## src/rtl/fseq_pkg.sv

```systemverilog
package fseq_pkg;

    localparam int HW_W = 16;        // flash data bus width
    localparam int WORD_W = 2 * HW_W; // request word width
    localparam int BE_W = WORD_W / 8;

    typedef enum logic [2:0] {
        ST_IDLE,
        ST_ADDR,
        ST_WEN,
        ST_WHOLD,
        ST_TURN,
        ST_RDOE,
        ST_DONE
    } seq_state_t;

    typedef struct packed {
        logic            wr;
        logic [HW_W-1:0] data;
    } lane_req_t;

    // A write is carried out only for an aligned half-word
    function automatic logic is_halfword(input logic [BE_W-1:0] be);
        return (be == 4'b0011) || (be == 4'b1100);
    endfunction

    function automatic logic [HW_W-1:0] pick_lane(input logic [BE_W-1:0] be,
                                                  input logic [WORD_W-1:0] wd);
        return be[2] ? wd[WORD_W-1:HW_W] : wd[HW_W-1:0];
    endfunction

endpackage

```

## src/rtl/fseq_ctrl.sv

```systemverilog
module fseq_ctrl
    import fseq_pkg::*;
#(
    parameter int AVL_W = 3
) (
    input  logic             clk,
    input  logic             rst,
    input  logic [AVL_W-1:0] cfg_avl_m1,
    input  logic             req_valid,
    input  logic             req_write,
    input  logic [BE_W-1:0]  req_be,
    input  logic             gap_clear,
    output seq_state_t       state,
    output logic             accept,
    output logic             capture
);
    localparam int CNT_W = AVL_W + 1;

    logic [CNT_W-1:0] cnt;
    logic             wr_q;

    assign accept  = (state == ST_IDLE) && req_valid && gap_clear;
    assign capture = (state == ST_RDOE) && (cnt == '0);

    always_ff @(posedge clk) begin
        if (rst) begin
            state <= ST_IDLE;
            cnt   <= '0;
            wr_q  <= 1'b0;
        end else begin
            case (state)
                ST_IDLE: if (accept) begin
                    wr_q <= req_write;
                    if (req_write && !is_halfword(req_be)) begin
                        state <= ST_DONE;
                    end else begin
                        state <= ST_ADDR;
                        cnt   <= {cfg_avl_m1, 1'b1};
                    end
                end
                ST_ADDR: if (cnt == '0) begin
                    state <= wr_q ? ST_WEN : ST_TURN;
                    cnt   <= CNT_W'(1);
                end else begin
                    cnt <= cnt - 1'b1;
                end
                ST_WEN: if (cnt == '0) state <= ST_WHOLD;
                        else cnt <= cnt - 1'b1;
                ST_WHOLD: state <= ST_DONE;
                ST_TURN: if (cnt == '0) begin
                    state <= ST_RDOE;
                    cnt   <= CNT_W'(1);
                end else begin
                    cnt <= cnt - 1'b1;
                end
                ST_RDOE: if (cnt == '0) state <= ST_DONE;
                         else cnt <= cnt - 1'b1;
                ST_DONE: state <= ST_IDLE;
                default: state <= ST_IDLE;
            endcase
        end
    end

    // Dropped writes must never enter the address phase
    assert_drop_skips_bus_R8: assert property (@(posedge clk) disable iff (rst)
        (accept && req_write && !is_halfword(req_be)) |=> (state == ST_DONE));

endmodule

```

## src/rtl/fseq_gap.sv

```systemverilog
module fseq_gap #(
    parameter int OEL_W = 3
) (
    input  logic             clk,
    input  logic             rst,
    input  logic             load,
    input  logic [OEL_W-1:0] cfg_oel,
    input  logic             in_idle,
    output logic             clear
);
    localparam int GAP_W = OEL_W + 1;

    logic [GAP_W-1:0] left;

    assign clear = (left == '0);

    always_ff @(posedge clk) begin
        if (rst) begin
            left <= '0;
        end else if (load) begin
            left <= {cfg_oel, 1'b0};
        end else if (in_idle && !clear) begin
            left <= left - 1'b1;
        end
    end

    // The reservation only ever counts down between loads
    assert_gap_monotonic_R10: assert property (@(posedge clk) disable iff (rst)
        (!load && !$past(load) && !$past(rst)) |-> (left <= $past(left)));

endmodule

```

## src/rtl/fseq_pins.sv

```systemverilog
module fseq_pins
    import fseq_pkg::*;
#(
    parameter int AW = 24
) (
    input  logic              clk,
    input  logic              rst,
    input  seq_state_t        state,
    input  logic              accept,
    input  logic              capture,
    input  logic              cfg_mux,
    input  logic [AW-1:0]     req_addr,
    input  logic              req_write,
    input  logic [BE_W-1:0]   req_be,
    input  logic [WORD_W-1:0] req_wdata,
    input  logic [HW_W-1:0]   fl_dq_i,
    output logic [AW-1:0]     fl_addr,
    output logic [HW_W-1:0]   fl_dq_o,
    output logic              fl_dq_oe,
    output logic              fl_avd_n,
    output logic              fl_oe_n,
    output logic              fl_we_n,
    output logic              ready,
    output logic [HW_W-1:0]   rdata
);
    logic [AW-1:0] addr_q;
    lane_req_t     lane_q;

    always_ff @(posedge clk) begin
        if (rst) begin
            addr_q <= '0;
            lane_q <= '0;
            rdata  <= '0;
        end else begin
            if (accept) begin
                addr_q      <= req_addr;
                lane_q.wr   <= req_write;
                lane_q.data <= pick_lane(req_be, req_wdata);
            end
            if (capture) rdata <= fl_dq_i;
        end
    end

    always_comb begin
        fl_addr  = addr_q;
        fl_avd_n = 1'b1;
        fl_oe_n  = 1'b1;
        fl_we_n  = 1'b1;
        fl_dq_oe = 1'b0;
        fl_dq_o  = '0;
        ready    = 1'b0;
        case (state)
            ST_ADDR: begin
                fl_avd_n = 1'b0;
                fl_dq_oe = cfg_mux;
                fl_dq_o  = cfg_mux ? addr_q[HW_W-1:0] : '0;
            end
            ST_WEN: begin
                fl_we_n  = 1'b0;
                fl_dq_oe = 1'b1;
                fl_dq_o  = lane_q.data;
            end
            ST_WHOLD: begin
                fl_dq_oe = 1'b1;
                fl_dq_o  = lane_q.data;
            end
            ST_RDOE: fl_oe_n = 1'b0;
            ST_DONE: ready = 1'b1;
            default: ;
        endcase
    end

    // Write data never appears on the bus during a read access
    assert_read_no_drive_R6: assert property (@(posedge clk) disable iff (rst)
        (!lane_q.wr && state != ST_ADDR) |-> !fl_dq_oe);

endmodule

```

## src/rtl/mflash_async_seq.sv

```systemverilog
module mflash_async_seq
    import fseq_pkg::*;
#(
    parameter int AW    = 24,
    parameter int AVL_W = 3,
    parameter int OEL_W = 3
) (
    input  logic              clk,
    input  logic              rst,
    input  logic              cfg_mux,
    input  logic [AVL_W-1:0]  cfg_avl_m1,
    input  logic [OEL_W-1:0]  cfg_oel,
    input  logic              req_valid,
    input  logic              req_write,
    input  logic [AW-1:0]     req_addr,
    input  logic [BE_W-1:0]   req_be,
    input  logic [WORD_W-1:0] req_wdata,
    output logic              req_ready,
    output logic [HW_W-1:0]   rsp_rdata,
    output logic [AW-1:0]     fl_addr,
    output logic [HW_W-1:0]   fl_dq_o,
    output logic              fl_dq_oe,
    input  logic [HW_W-1:0]   fl_dq_i,
    output logic              fl_avd_n,
    output logic              fl_oe_n,
    output logic              fl_we_n
);
    seq_state_t state;
    logic       accept;
    logic       capture;
    logic       gap_clear;

    fseq_ctrl #(.AVL_W(AVL_W)) u_ctrl (
        .clk        (clk),
        .rst        (rst),
        .cfg_avl_m1 (cfg_avl_m1),
        .req_valid  (req_valid),
        .req_write  (req_write),
        .req_be     (req_be),
        .gap_clear  (gap_clear),
        .state      (state),
        .accept     (accept),
        .capture    (capture)
    );

    fseq_gap #(.OEL_W(OEL_W)) u_gap (
        .clk     (clk),
        .rst     (rst),
        .load    (capture && cfg_mux),
        .cfg_oel (cfg_oel),
        .in_idle (state == ST_IDLE),
        .clear   (gap_clear)
    );

    fseq_pins #(.AW(AW)) u_pins (
        .clk       (clk),
        .rst       (rst),
        .state     (state),
        .accept    (accept),
        .capture   (capture),
        .cfg_mux   (cfg_mux),
        .req_addr  (req_addr),
        .req_write (req_write),
        .req_be    (req_be),
        .req_wdata (req_wdata),
        .fl_dq_i   (fl_dq_i),
        .fl_addr   (fl_addr),
        .fl_dq_o   (fl_dq_o),
        .fl_dq_oe  (fl_dq_oe),
        .fl_avd_n  (fl_avd_n),
        .fl_oe_n   (fl_oe_n),
        .fl_we_n   (fl_we_n),
        .ready     (req_ready),
        .rdata     (rsp_rdata)
    );

    assert_one_strobe_R11: assert property (@(posedge clk) disable iff (rst)
        $countones({~fl_avd_n, ~fl_oe_n, ~fl_we_n}) <= 1);

    assert_no_contention_R11: assert property (@(posedge clk) disable iff (rst)
        !fl_oe_n |-> !fl_dq_oe);

    assert_mux_address_R3: assert property (@(posedge clk) disable iff (rst)
        (!fl_avd_n && cfg_mux) |-> (fl_dq_oe && fl_dq_o == fl_addr[HW_W-1:0]));

    assert_we_after_addr_R4: assert property (@(posedge clk) disable iff (rst)
        $fell(fl_we_n) |-> $past(!fl_avd_n));

    assert_oe_turnaround_R6: assert property (@(posedge clk) disable iff (rst)
        $fell(fl_oe_n) |-> ($past(fl_avd_n) && $past(fl_avd_n, 2)));

    assert_ready_pulse_R5: assert property (@(posedge clk) disable iff (rst)
        req_ready |=> !req_ready);

    assert_release_on_ready_R5: assert property (@(posedge clk) disable iff (rst)
        req_ready |-> (!fl_dq_oe && fl_we_n && fl_oe_n && fl_avd_n));

    assert_read_capture_R7: assert property (@(posedge clk) disable iff (rst)
        $rose(fl_oe_n) |-> (req_ready && rsp_rdata == $past(fl_dq_i)));

    assert_gap_before_addr_R10: assert property (@(posedge clk) disable iff (rst)
        $fell(fl_avd_n) |-> $past(gap_clear));

endmodule

```

## config.mk

```make
export PLATFORM = sky130hd
export DESIGN_NAME = mflash_async_seq
export DESIGN_NICKNAME = d
export VERILOG_FILES = /design/src/rtl/fseq_pkg.sv /design/src/rtl/fseq_ctrl.sv /design/src/rtl/fseq_gap.sv /design/src/rtl/fseq_pins.sv /design/src/rtl/mflash_async_seq.sv
export SDC_FILE = /design/constraint.sdc
export NUM_CORES = 1
export LEC_CHECK = 0
export ABC_AREA = 1
export ABC_CLOCK_PERIOD_IN_PS = 3400
export BUFFER_PORTS_ARGS = -buffer_cell sky130_fd_sc_hd__buf_2
export CAP_MARGIN = 20
export CORE_MARGIN = 2
export CORE_UTILIZATION = 28
export DETAILED_ROUTE_END_ITERATION = 6
export PLACE_DENSITY = 0.48
export SYNTH_ARGS = -nofsm -noshare
export SYNTH_HDL_FRONTEND = slang
export SYNTH_HIERARCHICAL = 1
export SYNTH_SLANG_ARGS = --single-unit
```

## constraint.sdc

```tcl
create_clock -name clk -period 3.4 [get_ports clk]
set_input_delay 0.68 -clock clk [delete_from_list [all_inputs] [get_ports clk]]
set_output_delay 0.68 -clock clk [all_outputs]
set_load 0.02 [all_outputs]
```

==> impl_metrics.csv, run 1 <==
group,metric,value,unit
clocking,cts_resized,0,
timing,min_period_over_period,71.8,%
power_and_ir_drop,p_total,3680,uW
hold_path,hold-path-cell-count,2,
route,vias_per_cell,4.44,
synthesis,syn_area_per_cell,6.28,um^2
critical_path,worst_ep_required_time,2720,ps
timing,grt_setup_unrepaired,"false",
timing,slew_headroom,50.3,%
route,vias,3858,
power_and_ir_drop,pwr-share-seq,32.0,%
power_and_ir_drop,p_leak,0.00244,uW
clocking,cts_setup_buffers,0,
global_routing,grt_max_degree,39,
synthesis,ys_types,24,
clocking,postCtsHoldBufs,0,
cells_and_area,syn2layout_area_growth,32.5,%
placed_design,dp_cells,852,
timing,fin_setup_tns,0,ps
global_routing,grt_pass1_wl,17900,um
cells_and_area,multiInputGateArea,0.00179,mm^2
global_routing,grt_pass1_vias,3727,
clocking,cts.sinks,68,
critical_path,reg2reg_depth,10,
power_and_ir_drop,pwr-share-comb,42.8,%
floorplanning,die_h,116,um
clocking,cts_tree,"built",
cells_and_area,drive_gt1_share,26.6,%
status,status,"finished clean",
placed_design,hpwl,8300,um
clocking,cts_root_buf,"clkbuf_16",
power_and_ir_drop,pwr_density_cell,792,mW/mm^2
critical_path,reg2reg_from,"u_gap/left[0]$_SDFFE_PP0P_",
cells_and_area,fin_util,38.3,%
timing,period_minus_slack,2440,ps
clocking,numCtsBuffers,9,
critical_path,cp-end-kind,"output port",
cells_and_area,fill_cells,1361,
job,maxCapViolations,0,
power_and_ir_drop,worst_ir_drop_vdd,331,uV
clocking,path_clk_slew,60,ps
power_and_ir_drop,intPower,2100,uW
synthesis,synth_area,0.00350,mm^2
floorplanning,core,0.0121,mm^2
cells_and_area,finalInstanceArea,0.00464,mm^2
route,drt_iter0_drc,122,
synthesis,syn-num-nets,647,
global_routing,grt_overflow,0,
timing,slew_viol_final,0,
route,wirelength,11100,um
placed_design,portBuffers,147,
synthesis,yosysWarnings,6,
synthesis,synthTopCellsByArea,"dfxtp_1, nand2_1, a21oi_1, inv_1, nor2_1",
critical_path,worstSetupStartpointType,"flop",
hold_path,hold_path.class,"reg2reg",
hold_path,whs_endpoint,"u_pins/rdata[12]$_SDFFE_PP0P_",
floorplanning,io_pins,148,
placed_design,dpl-instance-area,0.00435,mm^2
timing,fin_skew,4.20,ps
timing,hold_viol,0,
cells_and_area,finalNonFillerCells,868,
synthesis,ys_ff_latch,68,
timing,setup_violations,0,
power_and_ir_drop,p_switching,1580,uW
synthesis,synthCells,558,
synthesis,synth_top_area_cell,"dfxtp_1",
placed_design,gp_congestion,0.806,
global_routing,grt_use_total,16.9,%
global_routing,antenna_found_initial,0,
floorplanning,die_area,0.0134,mm^2
critical_path,rrSetupSlack,1240,ps
timing,fmax,410,MHz
floorplanning,dieWidth,116,um
cells_and_area,diodes,0,
power_and_ir_drop,p_clk_share,25.2,%
route,drcViolationCount,0,
floorplanning,row_count,40,
synthesis,seq_area_frac_synth,38.8,%
clocking,htreeDepth,3,
cells_and_area,finish.net_count,784,
route,dr.pass1.iters,4,
hold_path,min-delay-start,"u_pins/rdata[12]$_SDFFE_PP0P_",
synthesis,yosysTopAreaCellShare,38.8,%
critical_path,worstPathArrival,1760,ps
floorplanning,initial_utilization,28.9,%
clocking,clockBufferDepth,2,
timing,tightestPinTransition,745,ps
critical_path,rr_endpoint,"u_pins/lane_q[7]$_SDFFE_PP0P_",
power_and_ir_drop,switching_share,42.9,%
clocking,insertion_delay,330,ps
critical_path,path_class,"reg2out",
critical_path,critical_path.max_fanout,18,
route,wire_per_inst,12.8,um
route,final_antenna_net_count,0,
cells_and_area,seq_area,0.00136,mm^2
-- per-stage QoR --
step	hold WS, ps	worst slack [ps]
after global routing	483	751
after global placement	446	1230
after CTS	462	939
after floorplan	444	1350
after detailed placement	453	1210
final	458	959
-- worst max path at each step --
| stage | start | end | slack, ps | depth (start not counted) |
|---|---|---|---|---|
| after CTS | u_ctrl/state[0]$_SDFFE_PP0P_ | fl_dq_o[14] | 940 | 5 |
| after detailed placement | cfg_mux | fl_dq_o[14] | 1210 | 5 |
| after floorplan | cfg_mux | fl_dq_o[10] | 1350 | 5 |
| final | u_ctrl/state[1]$_SDFFE_PP0P_ | fl_dq_o[8] | 960 | 5 |
| after global placement | cfg_mux | fl_dq_o[10] | 1230 | 5 |
| after global routing | u_ctrl/state[0]$_SDFFE_PP0P_ | fl_dq_o[13] | 750 | 5 |
-- cells in the final DEF, fill, tap and decap left out, types with 2 or more instances in the layout --
| cell | synthesis | final |
|---|---|---|
| xor2_1 | 2 | 2 |
| nor2_4 | 3 | 3 |
| nand2_1 | 240 | 240 |
| o21ai_0 | 4 | 4 |
| nor2_1 | 49 | 49 |
| nand3_4 | 2 | 2 |
| clkbuf_16 | 0 | 9 |
| nand3_1 | 34 | 34 |
| inv_1 | 50 | 49 |
| inv_2 | 10 | 11 |
| clkinv_2 | 0 | 2 |
| nand3b_1 | 16 | 16 |
| buf_2 | 16 | 147 |
| buf_4 | 4 | 4 |
| dfxtp_1 | 68 | 68 |
| a21oi_1 | 45 | 45 |
| nor2_2 | 2 | 2 |
| ha_1 | 2 | 2 |
| clkinvlp_4 | 0 | 2 |
-- metal layers --
| metal | wire length (um) | vias up | global-route usage, % |
|---|---|---|---|
| met3 | 678 | 13 | 4.45 |
| met4 | 159 | 0 | 5.63 |
| met2 | 5490 | 110 | 29.8 |
| met5 | 0 | - | 0 |
| met1 | 4790 | 1747 | 20.1 |
| li1 | - | 1988 | - |
-- state kept, by name, indices dropped and copies added, names as in the netlist --
name / cells
u_ctrl/cnt: 4
u_ctrl/state: 3
u_ctrl/wr_q: 1
u_gap/left: 4
u_pins/fl_addr: 24
u_pins/lane_q: 16
u_pins/rdata: 16
-- cell type report --
cell class,count,area share (%)
repair buffers,151,16.5
inverters,60,4.85
clock inverters,6,1.37
well taps,168,4.53
clock buffers,10,4.93
flip-flops and latches,68,29.3
multi-input cells,405,38.5
-- power groups by stage --
stage          Sequential [uW]  Combinational (uW)  Clock (uW)
3_3_place_gp              1190                1570           0
2_1_floorplan             1240                1120           0
5_1_grt                   1210                1820         991
3_5_place_dp              1200                1580           0
4_1_cts                   1180                1590         959
6_report                  1180                1570         927
-- Yosys cell counts, drive strengths merged --
cell / number
nor3: 1
nand3: 37
ha: 2
clkbuf: 3
nand3b: 16
xor2: 2
nand2: 241
o21ai: 5
dfxtp: 68
buf: 22
nor2: 54
a21oi: 45
o211ai: 1
inv: 60
a31oi: 1
-- critical path: stages, from the launching register on --
cell and delay (ps):
dfxtp_1 530, inv_2 100, nor2_4 370, nand2_1 170, nand2_1 100, buf_2 160
-- logic make-up (layout without fill, tap and decap cells) --
family	Yosys count	count (layout)	share of synthesized area, %
AO/OA/AOI/OAI	52	52	7.53
XOR/XNOR	2	2	0.500
adder cells (fa/ha/maj)	2	2	0.714
flip-flops	68	68	38.8
AND/OR/NAND/NOR	349	349	42.3
buffers and inverters	85	227	10.1
No activity file was read; power rests on OpenSTA's default activity.
==> run 2: changes to the inputs <==
--- a/config.mk
+++ b/config.mk
@@ -5,14 +5,14 @@
 export SDC_FILE = /design/constraint.sdc
 export NUM_CORES = 1
 export LEC_CHECK = 0
-export ABC_AREA = 1
-export ABC_CLOCK_PERIOD_IN_PS = 3400
+export ABC_AREA = 0
+export ABC_CLOCK_PERIOD_IN_PS = 2200
 export BUFFER_PORTS_ARGS = -buffer_cell sky130_fd_sc_hd__buf_2
 export CAP_MARGIN = 20
 export CORE_MARGIN = 2
 export CORE_UTILIZATION = 28
 export DETAILED_ROUTE_END_ITERATION = 6
-export PLACE_DENSITY = 0.48
+export PLACE_DENSITY = 0.5
 export SYNTH_ARGS = -nofsm -noshare
 export SYNTH_HDL_FRONTEND = slang
 export SYNTH_HIERARCHICAL = 1
==> constraint.sdc (replaced) <==
create_clock -name clk -period 2.2 [get_ports clk]
set_input_delay 0.44 -clock clk [delete_from_list [all_inputs] [get_ports clk]]
set_output_delay 0.44 -clock clk [all_outputs]
set_load 0.02 [all_outputs]
==> impl_metrics.csv, run 2 <==
group,metric,value,unit
placed_design,dpl-instance-area,0.00429,mm^2
synthesis,syn_area_per_cell,9.11,um^2
synthesis,syn-num-nets,468,
clocking,cts_root_buf,"clkbuf_16",
cells_and_area,fill_cells,1239,
floorplanning,die_area,0.0132,mm^2
timing,grt_setup_unrepaired,"false",
route,drcViolationCount,0,
synthesis,yosysMostFrequentCell,"nor2_1",
global_routing,grt_pass1_wl,14600,um
synthesis,ys_ff_latch,68,
cells_and_area,seq_area,0.00137,mm^2
critical_path,path_class,"reg2reg",
placed_design,hpwl,6980,um
floorplanning,initial_utilization,28.7,%
cells_and_area,final_common_cell,"buf_2",
critical_path,slowest_stage,"or3b_4",
power_and_ir_drop,p_switching,2400,uW
synthesis,synth_common_cells,"nor2_1, dfxtp_1, mux2i_1",
synthesis,seq_area_frac_synth,39.4,%
synthesis,yosysTopAreaCellShare,39.4,%
cells_and_area,finish.net_count,611,
clocking,cts_tree,"built",
clocking,numCtsBuffers,9,
power_and_ir_drop,p_leak,0.00205,uW
route,final_antenna_net_count,0,
critical_path,critical_path.max_fanout,7,
synthesis,synth_area,0.00345,mm^2
synthesis,yosysWarnings,6,
synthesis,synthCells,379,
critical_path,cp-end-kind,"flop",
cells_and_area,drive_gt1_share,37.8,%
timing,slew_viol_final,0,
timing,worst_slack,121,ps
floorplanning,core,0.0120,mm^2
synthesis,synth_edf_count,0,
timing,fin_skew,4.72,ps
route,vias_per_cell,4.83,
clocking,path_clk_slew,60,ps
timing,fmax,481,MHz
power_and_ir_drop,switching_share,37.8,%
clocking,clockBufferDepth,2,
route,vias,3257,
cells_and_area,largest_reg_flops,24,
route,dr.pass1.iters,4,
critical_path,path_cells,"inv_1 > ha_2 > or3b_4 > inv_2 > nand2_4 > a31oi_4 > o221ai_4 > buf_4 > o21bai_1 > a21oi_1",
cells_and_area,finalInstanceArea,0.00472,mm^2
timing,setup_violations,0,
timing,min_period_over_period,94.5,%
synthesis,synth_ff_type,"dfxtp_1",
power_and_ir_drop,pwr-share-seq,29.8,%
clocking,cts.sinks,68,
power_and_ir_drop,pwr-share-comb,44.8,%
synthesis,async_flop_share,0,%
global_routing,grt_pass1_vias,2974,
cells_and_area,layout_common_cells,"buf_2, nor2_1, dfxtp_1",
synthesis,ys_types,55,
synthesis,synthTopCellsByArea,"dfxtp_1, mux2i_1, nor2_1, a211oi_1, nand4b_1",
critical_path,worstSetupStartpointType,"flop",
clocking,postCtsHoldBufs,0,
route,wire_per_inst,14.8,um
timing,tightestPinTransition,471,ps
power_and_ir_drop,intPower,3940,uW
route,drt_iter0_drc,139,
timing,period_minus_slack,2080,ps
hold_path,hold_path.class,"in2reg",
route,wirelength,9990,um
global_routing,antenna_found_initial,0,
critical_path,max_stage_delay,410,ps
cells_and_area,multiInputGateArea,0.00189,mm^2
job,maxCapViolations,0,
critical_path,worst_ep_required_time,2460,ps
global_routing,grt_max_degree,58,
power_and_ir_drop,pwr_density_cell,1340,mW/mm^2
timing,hold_slack,340,ps
cells_and_area,syn2layout_area_growth,36.8,%
floorplanning,die_h,115,um
floorplanning,dieWidth,115,um
status,status,"finished clean",
synthesis,synth_top_area_cell,"dfxtp_1",
floorplanning,row_count,40,
global_routing,grt_overflow,0,
timing,hold_viol,0,
placed_design,portBuffers,147,
clocking,insertion_delay,330,ps
clocking,htreeDepth,3,
placed_design,pre_cts_slack,6.07,ps
critical_path,worstPathArrival,2340,ps
cells_and_area,diodes,0,
global_routing,grt_use_total,14.2,%
power_and_ir_drop,p_clk_share,25.4,%
floorplanning,io_pins,148,
placed_design,gp_congestion,0.785,
timing,fin_setup_tns,0,ps
power_and_ir_drop,worst_ir_drop_vdd,442,uV
timing,slew_headroom,68.5,%
## run 2: cell count changes in the layout (fill, tap and decap cells not counted), sizes merged, moves of 10 or more
cell    change
buf        +10
nand2     -217
nor2       +15
a211oi     +21
nand3b     -13
a21oi      -20
inv        -52
nand4b     +16
nand3      -34
mux2i      +59
## run 2: repair_timing
item / in CTS / in global routing
setup endpoints to repair: 1 / 48
pin swaps: 0 / 1
resized for setup: 1 / 6
gates cloned: 0 / 2
buffers inserted: 0 / 2
hold endpoints to repair: 0 / 0
## run 2: per-stage QoR
stage	utilization, %	std cells	power (uW)
2_1_floorplan	-	379	3830
3_3_place_gp	35.7	654	4480
3_5_place_dp	35.7	654	4520
4_1_cts	38.6	670	6180
5_1_grt	39.3	674	6750
6_report	39.3	674	6340
## run 2: logic make-up (layout without fill, tap and decap cells)
logic type / after synthesis / count (layout) / synth area share, %
simple gates: 139 / 139 / 21.4
compound gates: 70 / 70 / 13.9
buf+inv: 40 / 188 / 7.07
mux: 60 / 60 / 17.4
fa+ha+maj: 2 / 2 / 0.725
flops: 68 / 68 / 39.4
## run 2: worst max-delay path: cells and delay by family (launching register included)
kind            cells  cell delay (ps)
flops               1              310
simple gates        2              490
fa+ha+maj           1              200
buf+inv             3              360
compound gates      4              640
## run 2: final timing paths
path                                   start                         endpoint  slack, ps  cells after the start
max               u_gap/left[0]$_SDFFE_PP0P_       u_ctrl/cnt[2]$_SDFFE_PP0P_        120                     10
min                                      rst     u_ctrl/state[1]$_SDFFE_PP0P_        340                      2
max reg2reg       u_gap/left[0]$_SDFFE_PP0P_       u_ctrl/cnt[2]$_SDFFE_PP0P_        120                     10
min reg2reg  u_pins/fl_addr[23]$_SDFFE_PP0P_  u_pins/fl_addr[23]$_SDFFE_PP0P_        480                      2
## run 2: power groups by stage
stage	clock (uW)	combinational, uW	sequential, uW
floorplan	0	1830	2000
global placement	0	2570	1910
detailed placement	0	2610	1910
CTS	1660	2630	1890
global route	1710	3100	1940
finish	1610	2840	1890
## run 2: routing by layer
metal | global-route usage (%) | part of all wire (%)
met5 | 0 | 0
met4 | 6.59 | 1.9
met3 | 3.64 | 6.0
met2 | 23.0 | 48
met1 | 17.8 | 44
## run 2: final cells by class
| cell class | instances | area share [%] |
|---|---|---|
| multi-input combinational | 271 | 40.0 |
| sequential | 68 | 28.9 |
| timing repair buffer | 163 | 19.4 |
| clock buffer | 11 | 5.35 |
| tap | 147 | 3.89 |
| clock inverter | 5 | 1.77 |
| inverter | 9 | 0.715 |
==> run 3: changes to the inputs <==
--- a/config.mk
+++ b/config.mk
@@ -9,10 +9,12 @@
 export ABC_CLOCK_PERIOD_IN_PS = 2200
 export BUFFER_PORTS_ARGS = -buffer_cell sky130_fd_sc_hd__buf_2
 export CAP_MARGIN = 20
+export CELL_PAD_IN_SITES_DETAIL_PLACEMENT = 1
+export CELL_PAD_IN_SITES_GLOBAL_PLACEMENT = 1
 export CORE_MARGIN = 2
 export CORE_UTILIZATION = 28
 export DETAILED_ROUTE_END_ITERATION = 6
-export PLACE_DENSITY = 0.5
+export PLACE_DENSITY = 0.66
 export SYNTH_ARGS = -nofsm -noshare
 export SYNTH_HDL_FRONTEND = slang
 export SYNTH_HIERARCHICAL = 1
==> impl_metrics.csv, run 3 (synthesis results as in run 2) <==
group,metric,value,unit
cells_and_area,drive_gt1_share,38.7,%
timing,slew_headroom,48.2,%
global_routing,grt_max_degree,38,
critical_path,worstPathArrival,2330,ps
cells_and_area,fill_cells,1450,
cells_and_area,fin_util,39.5,%
timing,grt_setup_unrepaired,"true",
timing,worst_slack,94.6,ps
placed_design,pre_cts_slack,-52.4,ps
job,maxCapViolations,0,
timing,fmax,475,MHz
timing,slew_viol_final,0,
placed_design,dpl-instance-area,0.00430,mm^2
power_and_ir_drop,pwr_density_cell,1350,mW/mm^2
timing,fin_setup_tns,0,ps
critical_path,cp-end-kind,"flop",
critical_path,critical_path.max_fanout,16,
clocking,path_clk_slew,60,ps
clocking,insertion_delay,330,ps
power_and_ir_drop,worst_ir_drop_vdd,384,uV
placed_design,gp_congestion,0.794,
floorplanning,io_pins,148,
clocking,cts_root_buf,"clkbuf_16",
cells_and_area,seq_area,0.00137,mm^2
timing,period_minus_slack,2110,ps
global_routing,grt_pass1_vias,3396,
critical_path,worstSetupStartpointType,"flop",
critical_path,reg2reg_from,"u_gap/left[0]$_SDFFE_PP0P_",
timing,hold_viol,0,
route,drcViolationCount,0,
cells_and_area,syn2layout_area_growth,37.4,%
cells_and_area,multiInputGateArea,0.00189,mm^2
power_and_ir_drop,p_leak,0.00206,uW
route,drt_iter0_drc,64,
cells_and_area,largest_reg_flops,24,
route,dr.pass1.iters,4,
floorplanning,dieWidth,115,um
floorplanning,row_count,40,
global_routing,grt_use_total,16.1,%
route,wirelength,11200,um
timing,tightestPinTransition,778,ps
clocking,htreeDepth,3,
global_routing,grt_overflow,0,
route,vias,3318,
placed_design,hpwl,7700,um
floorplanning,die_h,115,um
clocking,cts_tree,"built",
timing,min_period_over_period,95.7,%
clocking,clockBufferDepth,2,
global_routing,antenna_found_initial,0,
critical_path,worst_ep_required_time,2420,ps
timing,setup_violations,0,
cells_and_area,diodes,0,
cells_and_area,finalInstanceArea,0.00474,mm^2
critical_path,cp-startpoint,"u_gap/left[0]$_SDFFE_PP0P_",
timing,fin_skew,4.89,ps
clocking,numCtsBuffers,9,
route,final_antenna_net_count,0,
cells_and_area,finish.net_count,616,
global_routing,grt_pass1_wl,17000,um
floorplanning,core,0.0120,mm^2
timing,hold_slack,350,ps
cells_and_area,layout_common_cells,"buf_2, nor2_1, dfxtp_1",
critical_path,rrSetupSlack,90,ps
hold_path,min-delay-start,"fl_dq_i[9]",
placed_design,portBuffers,147,
status,status,"finished clean",
floorplanning,die_area,0.0132,mm^2
cells_and_area,final_common_cell,"buf_2",
hold_path,hold_path.class,"in2reg",
clocking,cts.sinks,68,
critical_path,path_class,"reg2reg",
route,wire_per_inst,16.5,um
floorplanning,initial_utilization,28.7,%
route,vias_per_cell,4.89,
-- run 3: path summary, 6_finish.rpt --
kind                                          to  cells after the start
setup reg to reg   u_pins/lane_q[5]$_SDFFE_PP0P_                     10
hold reg to reg   u_pins/lane_q[11]$_SDFFE_PP0P_                      2
setup / recovery   u_pins/lane_q[5]$_SDFFE_PP0P_                     10
hold / removal      u_pins/rdata[9]$_SDFFE_PP0P_                      3
-- run 3: layout make-up --
type	instances	area share (%)
Timing Repair Buffer	168	20.2
Multi-Input combinational cell	271	39.9
Clock buffer	11	5.33
Clock inverter	5	1.24
Tap cell	147	3.88
Inverter	9	0.712
Sequential cell	68	28.8
-- run 3: through the flow --
step                power, uW  instances
floorplan                3830        379
global placement         4490        655
detailed placement       4580        655
CTS                      6120        671
global route             6810        679
finish                   6380        679
-- run 3: where the power goes --
group	leakage, uW	internal [uW]	switching, uW	total [uW]
registers	0.000556	1600	290	1890
clock network	0.000148	942	562	1500
logic	0.00136	1340	1640	2980
total	0.00206	3890	2490	6380
-- run 3: critical path, cell delays in order (launching register included) --
cell,delay [ps]
dfxtp_1,320
inv_2,70
ha_2,200
or3b_4,420
inv_1,80
nand2_2,110
nor2_4,180
buf_4,150
clkbuf_16,180
nor2_1,60
a211oi_1,230
-- run 3: routing by layer --
metal,vias up,track usage (%),routed length [um],share of wire (%)
li1,1644,-,-,-
met1,1580,19.8,4960,44
met2,86,27.5,5440,49
met3,8,3.95,635,5.7
met4,0,5.86,147,1.3
met5,-,0,0,0
-- run 3: what timing repair did --
action                                  CTS  global route
endpoints found under the setup margin    3            49
buffers inserted                          0             6
gates cloned                              0             2
hold buffers                              0             0
gates resized for setup                   3             6
